===== src/rtl/qc_shift_accum_pkg.sv =====
package qc_shift_accum_pkg;
  // Strobes passed from the slot control to the datapath
  typedef struct packed {
    logic loadIn;    // capture operand and rotate amount
    logic loadRot;   // capture rotated word
    logic accEn;     // accumulate stage holds a live operation
    logic accClear;  // live operation replaces the sum
  } ctrlStrobes_t;
endpackage


===== src/rtl/qc_shift_accum_ctrl.sv =====
module qc_shift_accum_ctrl
  import qc_shift_accum_pkg::*;
#(
  parameter int FRAMES = 4,
  localparam int TAG_W = $clog2(FRAMES)
) (
  input  logic             clk,
  input  logic             rst,
  input  logic             inValid,
  input  logic             inClear,
  input  logic [TAG_W-1:0] inTag,
  output ctrlStrobes_t     strobes,
  output logic             outValid,
  output logic [TAG_W-1:0] outTag
);
  logic             validA, clearA, validB, clearB;
  logic [TAG_W-1:0] tagA, tagB;

  always_ff @(posedge clk) begin
    if (rst) begin
      validA   <= 1'b0;
      clearA   <= 1'b0;
      tagA     <= '0;
      validB   <= 1'b0;
      clearB   <= 1'b0;
      tagB     <= '0;
      outValid <= 1'b0;
      outTag   <= '0;
    end else begin
      validA   <= inValid;
      clearA   <= inClear & inValid;
      tagA     <= inTag;
      validB   <= validA;
      clearB   <= clearA;
      tagB     <= tagA;
      outValid <= validB;
      outTag   <= tagB;
    end
  end

  always_comb begin
    strobes.loadIn   = inValid;
    strobes.loadRot  = validA;
    strobes.accEn    = validB;
    strobes.accClear = clearB;
  end
endmodule


===== src/rtl/qc_shift_accum_dp.sv =====
module qc_shift_accum_dp
  import qc_shift_accum_pkg::*;
#(
  parameter int Z      = 64,
  parameter int FRAMES = 4,
  localparam int SHIFT_W = $clog2(Z),
  localparam int DLY_N   = FRAMES - 1
) (
  input  logic               clk,
  input  logic               rst,
  input  ctrlStrobes_t       strobes,
  input  logic [Z-1:0]       inData,
  input  logic [SHIFT_W-1:0] inShift,
  output logic [Z-1:0]       sumOut
);
  logic [Z-1:0]       dataA;
  logic [SHIFT_W-1:0] shiftA;
  logic [Z-1:0]       rotB;
  logic [Z-1:0]       stage [SHIFT_W+1];
  logic [Z-1:0]       dly   [DLY_N];
  logic [Z-1:0]       feedback;

  always_ff @(posedge clk) begin
    if (rst) begin
      dataA  <= '0;
      shiftA <= '0;
    end else if (strobes.loadIn) begin
      dataA  <= inData;
      shiftA <= inShift;
    end
  end

  // Rotate chain: stage k optionally rotates right by 2^k
  assign stage[0] = dataA;
  for (genvar k = 0; k < SHIFT_W; k++) begin : g_rot
    localparam int AMT = 1 << k;
    assign stage[k+1] = shiftA[k] ? {stage[k][AMT-1:0], stage[k][Z-1:AMT]}
                                  : stage[k];
  end

  always_ff @(posedge clk) begin
    if (rst)                  rotB <= '0;
    else if (strobes.loadRot) rotB <= stage[SHIFT_W];
  end

  // Accumulate stage; idle slots recirculate the sum unchanged
  assign feedback = dly[DLY_N-1];

  always_ff @(posedge clk) begin
    if (rst)                   sumOut <= '0;
    else if (!strobes.accEn)   sumOut <= feedback;
    else if (strobes.accClear) sumOut <= rotB;
    else                       sumOut <= rotB ^ feedback;
  end

  // Delay line closing the loop to one full slot rotation
  always_ff @(posedge clk) begin
    if (rst) begin
      for (int i = 0; i < DLY_N; i++) dly[i] <= '0;
    end else begin
      dly[0] <= sumOut;
      for (int i = 1; i < DLY_N; i++) dly[i] <= dly[i-1];
    end
  end
endmodule


===== src/rtl/qc_shift_accum.sv =====
module qc_shift_accum
  import qc_shift_accum_pkg::*;
#(
  parameter int Z      = 64,
  parameter int FRAMES = 4,
  localparam int SHIFT_W = $clog2(Z),
  localparam int TAG_W   = $clog2(FRAMES)
) (
  input  logic               clk,
  input  logic               rst,
  input  logic               inValid,
  input  logic [Z-1:0]       inData,
  input  logic [SHIFT_W-1:0] inShift,
  input  logic               inClear,
  input  logic [TAG_W-1:0]   inTag,
  output logic               outValid,
  output logic [Z-1:0]       outData,
  output logic [TAG_W-1:0]   outTag
);
  ctrlStrobes_t strobes;

  qc_shift_accum_ctrl #(.FRAMES(FRAMES)) u_ctrl (
    .clk(clk), .rst(rst), .inValid(inValid), .inClear(inClear),
    .inTag(inTag), .strobes(strobes), .outValid(outValid), .outTag(outTag)
  );

  qc_shift_accum_dp #(.Z(Z), .FRAMES(FRAMES)) u_dp (
    .clk(clk), .rst(rst), .strobes(strobes), .inData(inData),
    .inShift(inShift), .sumOut(outData)
  );
endmodule


===== config.mk =====
export PLATFORM = sky130hd
export DESIGN_NAME = qc_shift_accum
export DESIGN_NICKNAME = d
export VERILOG_FILES = /design/src/rtl/qc_shift_accum_pkg.sv /design/src/rtl/qc_shift_accum_ctrl.sv /design/src/rtl/qc_shift_accum_dp.sv /design/src/rtl/qc_shift_accum.sv
export SDC_FILE = /design/constraint.sdc
export NUM_CORES = 1
export LEC_CHECK = 0
export ABC_AREA = 1
export BUFFER_PORTS_ARGS = -buffer_cell sky130_fd_sc_hd__buf_2
export CORE_MARGIN = 5
export CORE_UTILIZATION = 60
export DETAILED_ROUTE_END_ITERATION = 10
export MAX_ROUTING_LAYER = met4
export PLACE_DENSITY = 0.8
export SKIP_CTS_REPAIR_TIMING = 1
export SLEW_MARGIN = 20
export SYNTH_ARGS = -nofsm -noshare
export SYNTH_HDL_FRONTEND = slang
export SYNTH_SLANG_ARGS = --single-unit

===== constraint.sdc =====
create_clock -name clk -period 2.01 [get_ports clk]
set_input_delay 0.1005 -clock clk [delete_from_list [all_inputs] [get_ports clk]]
set_output_delay 0.1005 -clock clk [all_outputs]
set_load 0.03 [all_outputs]

==> impl_metrics.ini, run 1 <==
[final_layout]
n_fill_cell = 2185
final_common_cell = nand3_1
post_layout_nonfiller_instances = 3039
drive_gt1_frac = 0.1119
seqCellArea_um2 = 8040
fin_nets = 2700
syn_to_final_growth_pct = 19.57
final_cell_area_um2 = 21040
layout_common_cells = 694 x nand3_1, 393 x dfxtp_1, 332 x inv_1, 322 x nand2_1, 209 x nor2_1
multi_input_area_um2 = 7545

[synthesis]
synth_top_area_share = 0.4562
synthCells = 2484
yosys_warnings = 0
yosys.area.top_type = dfxtp_1
ys_types = 16
synth_area_leaders = dfxtp_1 46%, nand3_1 20%, inv_1 7.1%
ys_seq_area_frac = 0.4562
synth_seq_cells = 401
synth.avg_cell_area_um2 = 7.084
syn_area_um2 = 17600
synth_nets = 2560

[worst_hold_path]
hp-start = inValid
min_path_type = input pin to flip-flop

[route]
firstDrtPassIters = 7
drt_wl_total_um = 59110
avgViaCountPerCell = 5.936
wl_per_cell_um = 19.45
num_vias = 18040
ant_nets = 0
drcViolationCount = 0
drt_iter0_drc = 2126

[setup_path]
r2r-end = u_dp.rotB[30]
r2r_slack_ps = 80
worstPathCellList = inv_6 > buf_12 > nand2_1 > nand3_1 > nand3_1 > buf_4 > nand3_1 > nand3_1 > nand3_1 > nand3_4 > a21oi_1
end_kind = flip-flop
r2r_start = u_dp.shiftA[0]
crit_type = flip-flop to flip-flop
reg2regPathDepth = 11
endpoint = u_dp.rotB[30]
cp.required_ps = 2480
cp.arrival_ps = 2400
path_max_fanout = 18
cp-start-kind = flip-flop
cp_common_cell = nand3_1
slowest_stage = dfxtp_4
slowest_delay_ps = 390
crit_path_start = u_dp.shiftA[0]

[flow_run]
max_cap_viol_count = 0

[timing]
clock_skew_ps = 27.89
period_minus_slack_ps = 1930
worst_hold_slack_ps = 10.78
slew_headroom = 0.5943
tightest_slew_ps = 608.5
hold_viol = 0
setup_viol = 0
worst_slack_ps = 79.54
fmax_ghz = 0.5180
fin_crit_sh = 0.9604
drv_slew = 0

[placed_design]
gp_congestion = 1.090
dp_worst_setup_slack_ps = 42.44
numPortBuffers = 142
place_inst = 2890
placed_area_um2 = 18810
post-dp-hpwl_um = 38740

[floorplanning]
start_util = 0.6098
die_area_um2 = 32850
pin_count = 143
die_h_um = 181.3
rows = 62
core-area_um2 = 28860
die_w_um = 181.3

[grt]
overflow = 0
top_usage_layer = met2
grtUsageMet3 = 0.05932
gr-usage-met2 = 0.5340
track_usage = 0.3435
antenna_found_initial = 2
grt_max_degree = 100
grt_util_met1 = 0.4387
grt_first_pass_wirelength_um = 89420
first_global_vias = 16470

[cts]
h-tree-depth = 2
cts_tree = done
cts_buffers = 40
clock_latency_ps = 560
clock_sinks = 401
cts_root_buf = clkbuf_16
clock_path_buffers = 3
cts.reportedPaths.clkPinSlew_ps = 60

[pwr]
power.density_nw_per_um2 = 891.8
power_uw = 18760
p_leak_uw = 0.008256
irDropWorstVdd_uv = 701.3

[outcome]
status = complete, no violations
[critical path, delay by kind of cell (launching register included)]
family	cells	cell delay, ps
buf+inv	3	440
flops	1	390
simple gates	7	840
compound gates	1	140
[per-layer routing]
| metal | part of all wire | wire length, um |
|---|---|---|
| met1 | 0.40 | 23410 |
| met2 | 0.46 | 26990 |
| met3 | 0.093 | 5488 |
| met4 | 0.054 | 3214 |
| met5 | 0 | 0 |
[registers in the layout, summed over array words and instances (netlist names)]
signal,flops
u_ctrl.outTag,2
u_dp.dly,192
u_ctrl.validB,1
u_dp.shiftA,6
u_dp.dataA,64
u_ctrl.outValid,1
u_ctrl.clearA,1
u_ctrl.tagA,2
u_ctrl.tagB,2
u_dp.sumOut,64
u_ctrl.validA,1
u_dp.rotB,64
u_ctrl.clearB,1
[synthesized netlist by cell type, drive strengths merged]
cell type and n:
nand3 704, nor2 209, inv 337, dfxtp 401, o22ai 64, a211oi 6, clkbuf 108, buf 77
nor3b 64, a21oi 128, nand2 322, nor4 64
[kinds of logic (layout without fill, tap and decap cells)]
logic type / Yosys count / count (layout) / share of synthesized area
AOI/OAI and AO/OA: 198 / 198 / 0.06172
buffers and inverters: 522 / 691 / 0.1185
DFF: 401 / 401 / 0.4562
other: 0 / 2 / 0
and+or+nand+nor: 1363 / 1363 / 0.3636
[where the power goes]
group | internal, uW | switching [uW] | leakage, uW | total, uW
clock network | 4510 | 3160 | 0.000674 | 7680
registers | 8140 | 194 | 0.00325 | 8340
logic | 941 | 1810 | 0.00433 | 2750
total | 13600 | 5170 | 0.00826 | 18800
[how the worst min path moves through the flow]
| stage | endpoint | slack [ps] | cells past startpoint |
|---|---|---|---|
| floorplan | u_ctrl.tagA[0] | 210 | 2 |
| global placement | u_ctrl.tagA[1] | 300 | 3 |
| detailed placement | u_ctrl.tagA[1] | 320 | 3 |
| CTS | u_ctrl.tagA[1] | -250 | 3 |
| global route | u_ctrl.validA | 20 | 3 |
| finish | u_dp.dataA[1] | 10 | 4 |
[through the flow]
stage | setup TNS [ps] | util
2_1_floorplan | 0 | -
3_3_place_gp | 0 | 0.6520
3_5_place_dp | 0 | 0.6520
4_1_cts | 0 | 0.6990
5_1_grt | -13.80 | 0.7291
6_report | 0 | 0.7291
[area by class of cell]
| type | count | area share |
|---|---|---|
| diodes | 2 | 0.0002379 |
| clock buffers | 55 | 0.05406 |
| clock inverters | 16 | 0.01047 |
| inverters | 337 | 0.06042 |
| multi-input cells | 1561 | 0.3586 |
| flip-flops and latches | 401 | 0.3821 |
| well taps | 384 | 0.02284 |
| repair buffers | 283 | 0.1113 |
Note: power is estimated with default switching activity, not from simulation.
==> run 2: changes to the inputs <==
--- a/config.mk
+++ b/config.mk
@@ -8,10 +8,9 @@
 export ABC_AREA = 1
 export BUFFER_PORTS_ARGS = -buffer_cell sky130_fd_sc_hd__buf_2
 export CORE_MARGIN = 5
-export CORE_UTILIZATION = 60
+export CORE_UTILIZATION = 25
 export DETAILED_ROUTE_END_ITERATION = 10
 export MAX_ROUTING_LAYER = met4
-export PLACE_DENSITY = 0.8
 export SKIP_CTS_REPAIR_TIMING = 1
 export SLEW_MARGIN = 20
 export SYNTH_ARGS = -nofsm -noshare
==> impl_metrics.ini, run 2 (synthesis gave the netlist of run 1 again) <==
[setup_path]
r2r-end = u_dp.rotB[60]
slowest_delay_ps = 400
r2r_start = u_dp.shiftA[0]
r2r_slack_ps = 60
cp_common_cell = nand3_1
end_kind = flip-flop
crit_type = flip-flop to flip-flop
cp_num_buf_inv = 3
path_max_fanout = 15
cpLargestDelayFamily = simple AND/OR/NAND/NOR gates
cp-start-kind = flip-flop
worstPathCellList = inv_4 > buf_12 > buf_4 > nand2_1 > nand3_1 > nand3_1 > nand3_1 > nand3_1 > nand3_1 > nand3_2 > a21oi_2
slowest_stage = dfxtp_4
cp.arrival_ps = 2380
reg2regPathDepth = 11
cp.required_ps = 2440

[final_layout]
layout_common_cells = 689 x nand3_1, 393 x dfxtp_1, 332 x inv_1, 322 x nand2_1, 209 x nor2_1
fin_nets = 2715
n_fill_cell = 7539
largest_reg_flops = 192
syn_to_final_growth_pct = 24.77
final_common_cell = nand3_1
drive_gt1_frac = 0.1217
top_register = u_dp.dly
final_cell_area_um2 = 21960

[cts]
cts_root_buf = clkbuf_16
clock_path_buffers = 3
clock_sinks = 401
cts_buffers = 43
cts_tree = done
h-tree-depth = 2
clock_latency_ps = 580
cts.reportedPaths.clkPinSlew_ps = 60

[route]
firstDrtPassIters = 6
num_vias = 17210
drcViolationCount = 0
wl_per_cell_um = 17.04
avgViaCountPerCell = 4.764
ant_nets = 0
drt_iter0_drc = 1756
drt_wl_total_um = 61570

[floorplanning]
die_w_um = 275.3
die_area_um2 = 75790
core-area_um2 = 69910
pin_count = 143
rows = 97
die_h_um = 275.3
start_util = 0.2517

[flow_run]
max_cap_viol_count = 0

[pwr]
irDropWorstVdd_uv = 423.8
power.density_nw_per_um2 = 869.6
p_leak_uw = 0.008359

[placed_design]
post-dp-hpwl_um = 43570
numPortBuffers = 142
gp_congestion = 1.003
dp_worst_setup_slack_ps = 75.52
placed_area_um2 = 19660

[outcome]
failed_checks = negative hold slack
status = complete, but fails checks

[worst_hold_path]
min_path_type = input pin to flip-flop
hp-start = rst
worstHoldPathCells = 2
whs_endpoint = u_ctrl.tagA[0]

[grt]
top_usage_layer = met2
grt_first_pass_wirelength_um = 93140
overflow = 0
grt_max_degree = 87
grt_util_met1 = 0.2036
track_usage = 0.1603
gr-usage-met2 = 0.2567
first_global_vias = 15670
grtUsageMet3 = 0.02425
antenna_found_initial = 1

[timing]
fin_crit_sh = 0.9693
worst_hold_slack_ps = -22.67
worst_slack_ps = 61.77
setup_viol = 0
hold_viol = 18
fmax_ghz = 0.5133
rsz0062_at_grt = yes
drv_slew = 0
period_minus_slack_ps = 1948
clock_skew_ps = 21.92
tightest_slew_ps = 638.0
slew_headroom = 0.5746
-- run 2: cell types whose count changed in the layout (fill, tap and decap cells not counted), moves of 3 or more --
cell,delta
nand3_2,+6
clkbuf_16,+3
buf_12,+4
nand3_1,-5
buf_4,+10
clkinvlp_4,+4
-- run 2: where the power goes --
| part | total [uW] | switching [uW] | internal, uW |
|---|---|---|---|
| Clock | 7960 | 3350 | 4610 |
| Sequential | 8330 | 186 | 8140 |
| Combinational | 2810 | 1840 | 968 |
| Total | 19100 | 5370 | 13700 |
-- run 2: layer usage --
layer  wire length (um)  part of all wire
met1              26980              0.44
met4               2807             0.046
met3               3332             0.054
met5                  0                 0
met2              28450              0.46
-- run 2: final cells by class --
type,count,area (um^2),share of cell area
Antenna cell,1,2.502,0.0001140
Clock inverter,22,232.7,0.01060
Sequential cell,401,8040,0.3662
Multi-Input combinational cell,1561,7570,0.3448
Clock buffer,55,1191,0.05425
Inverter,337,1269,0.05778
Tap cell,940,1176,0.05357
Timing Repair Buffer,295,2475,0.1127
-- run 2: how the worst max path moves through the flow --
stage	slack, ps	depth (start not counted)	from	end
final	60	11	u_dp.shiftA[0]	u_dp.rotB[60]
after global routing	-30	11	u_dp.shiftA[0]	u_dp.rotB[60]
after CTS	60	10	u_dp.shiftA[0]	u_dp.rotB[0]
after detailed placement	80	10	u_dp.shiftA[0]	u_dp.rotB[0]
after global placement	50	10	u_dp.shiftA[0]	u_dp.rotB[0]
after floorplan	570	11	u_dp.shiftA[0]	u_dp.rotB[14]
-- run 2: metrics by stage --
stage	util	total power [uW]	setup TNS [ps]	cells	hold WS, ps
3_5_place_dp	0.2812	11110	0	3459	306.5
4_1_cts	0.3016	19120	0	3536	-303.6
6_report	0.3141	19090	0	3612	-22.67
2_1_floorplan	-	10110	0	2484	207.5
3_3_place_gp	0.2812	11110	0	3459	299.5
5_1_grt	0.3141	19930	-56.08	3612	14.27
-- run 2: worst register-to-register path, cell delays in order (launching register included) --
cell and delay [ps]:
dfxtp_4 400, inv_4 80, buf_12 160, buf_4 160, nand2_1 70, nand3_1 90, nand3_1 130, nand3_1 170
nand3_1 170, nand3_1 170, nand3_2 160, a21oi_2 60
==> run 3: changes to the inputs <==
==> constraint.sdc (replaced) <==
create_clock -name clk -period 2.1 [get_ports clk]
set_input_delay 0.105 -clock clk [delete_from_list [all_inputs] [get_ports clk]]
set_output_delay 0.105 -clock clk [all_outputs]
set_load 0.03 [all_outputs]
==> impl_metrics.ini, run 3 (synthesis gave the netlist of run 1 again) <==
[outcome]
status = complete, but fails checks
failed_checks = negative hold slack

[grt]
grt_max_degree = 90
overflow = 0
grt_first_pass_wirelength_um = 90310
antenna_found_initial = 0
track_usage = 0.1550
first_global_vias = 15450

[final_layout]
antenna_cells = 0
fin_nets = 2683
top_register = u_dp.dly
drive_gt1_frac = 0.1048
post_layout_nonfiller_instances = 3583
syn_to_final_growth_pct = 23.44
final_common_cell = nand3_1
layout_common_cells = 704 x nand3_1, 393 x dfxtp_1, 332 x inv_1, 322 x nand2_1, 209 x nor2_1
largest_reg_flops = 192

[timing]
hold_viol = 15
drv_slew = 0
setup_viol = 0
period_minus_slack_ps = 2015
rsz0062_at_grt = no
fin_crit_sh = 0.9596
worst_hold_slack_ps = -40.51
setup_tns_ps = 0
fmax_ghz = 0.4962
clock_skew_ps = 35.90
slew_headroom = 0.5478
tightest_slew_ps = 678.2

[cts]
h-tree-depth = 2
cts_root_buf = clkbuf_16
clock_path_buffers = 3
clock_latency_ps = 600
clock_sinks = 401
cts_buffers = 44
cts.reportedPaths.clkPinSlew_ps = 60
cts_tree = done

[setup_path]
cp_common_cell = nand3_1
r2r_slack_ps = 80
endpoint = u_dp.rotB[60]
reg2regPathDepth = 10
slowest_delay_ps = 370
r2r-end = u_dp.rotB[60]
slowest_stage = dfxtp_2
end_kind = flip-flop
worstPathCellList = inv_4 > buf_6 > nand2_1 > nand3_1 > nand3_1 > nand3_1 > nand3_1 > nand3_1 > nand3_1 > a21oi_1
cpLargestDelayFamily = simple AND/OR/NAND/NOR gates
crit_type = flip-flop to flip-flop
cp_num_buf_inv = 2
worst-path-stages = 10
cp.arrival_ps = 2530
cp-start-kind = flip-flop
cp.required_ps = 2610
r2r_start = u_dp.shiftA[0]
crit_path_start = u_dp.shiftA[0]
path_max_fanout = 20

[placed_design]
gp_congestion = 1.009
post-dp-hpwl_um = 41800
place_inst = 3426
numPortBuffers = 142

[route]
wl_per_cell_um = 16.61
num_vias = 16970
drt_wl_total_um = 59510
drt_iter0_drc = 1866
drcViolationCount = 0
ant_nets = 0
firstDrtPassIters = 7
avgViaCountPerCell = 4.735

[floorplanning]
start_util = 0.2517
rows = 97
core-area_um2 = 69910
die_area_um2 = 75790
pin_count = 143
die_w_um = 275.3
die_h_um = 275.3

[pwr]
power.density_nw_per_um2 = 875.9
irDropWorstVdd_uv = 488.2
p_leak_uw = 0.008237

[worst_hold_path]
min_path_type = input pin to flip-flop

[flow_run]
max_cap_viol_count = 0
-- run 3: cell types whose count changed in the layout (fill, tap and decap cells not counted), moves of 3 or more --
cell | before | now
nand3_2 | 15 | 0
clkbuf_8 | 7 | 10
buf_4 | 47 | 21
clkinv_2 | 10 | 3
bufinv_16 | 3 | 8
buf_12 | 31 | 23
nand3_1 | 689 | 704
a21oi_1 | 125 | 128
a21oi_2 | 3 | 0
-- run 3: cell type report --
cell class	count	area, um^2
timing repair buffer	262	2131
multi-input combinational	1561	7483
tap	940	1176
clock inverter	21	360.3
inverter	337	1269
fill	7540	48190
sequential	401	8038
clock buffer	61	1265
-- run 3: report_power, final --
part / internal (uW) / total [uW] / switching, uW
Clock: 5250 / 8530 / 3270
Sequential: 7800 / 7960 / 165
Combinational: 841 / 2540 / 1700
-- run 3: worst min-delay path by stage --
stage                     startpoint             end  slack (ps)  cells after the start
final                            rst  u_ctrl.tagA[1]         -40                      2
after global routing             rst  u_ctrl.tagA[1]           4                      2
after CTS                   inTag[1]  u_ctrl.tagA[1]        -300                      3
after detailed placement    inTag[1]  u_ctrl.tagA[1]         310                      3
after global placement      inTag[0]  u_ctrl.tagA[0]         300                      3
after floorplan             inTag[0]  u_ctrl.tagA[0]         210                      2
-- run 3: layer usage --
| layer | routed length (um) | track usage | part of all wire | vias to the layer above |
|---|---|---|---|---|
| li1 | - | - | - | 8436 |
| met1 | 26260 | 0.1982 | 0.44 | 7811 |
| met2 | 26930 | 0.2428 | 0.45 | 566 |
| met3 | 3278 | 0.02477 | 0.055 | 154 |
| met4 | 3040 | 0.06882 | 0.051 | 0 |
| met5 | 0 | - | 0 | - |
-- run 3: per-stage QoR --
step | total power [uW] | cell area, um^2 | setup slack, ps | utilization | hold slack [ps]
4_1_cts | 19070 | 20940 | 140.3 | 0.2995 | -297.3
5_1_grt | 19830 | 21720 | 17.76 | 0.3107 | 3.662
3_5_place_dp | 10490 | 19310 | 170.1 | 0.2762 | 314.8
6_report | 19030 | 21720 | 84.83 | 0.3107 | -40.51
3_3_place_gp | 10500 | 19310 | 176.8 | 0.2762 | 304.4
2_1_floorplan | 9672 | 17600 | 660.7 | - | 212.0
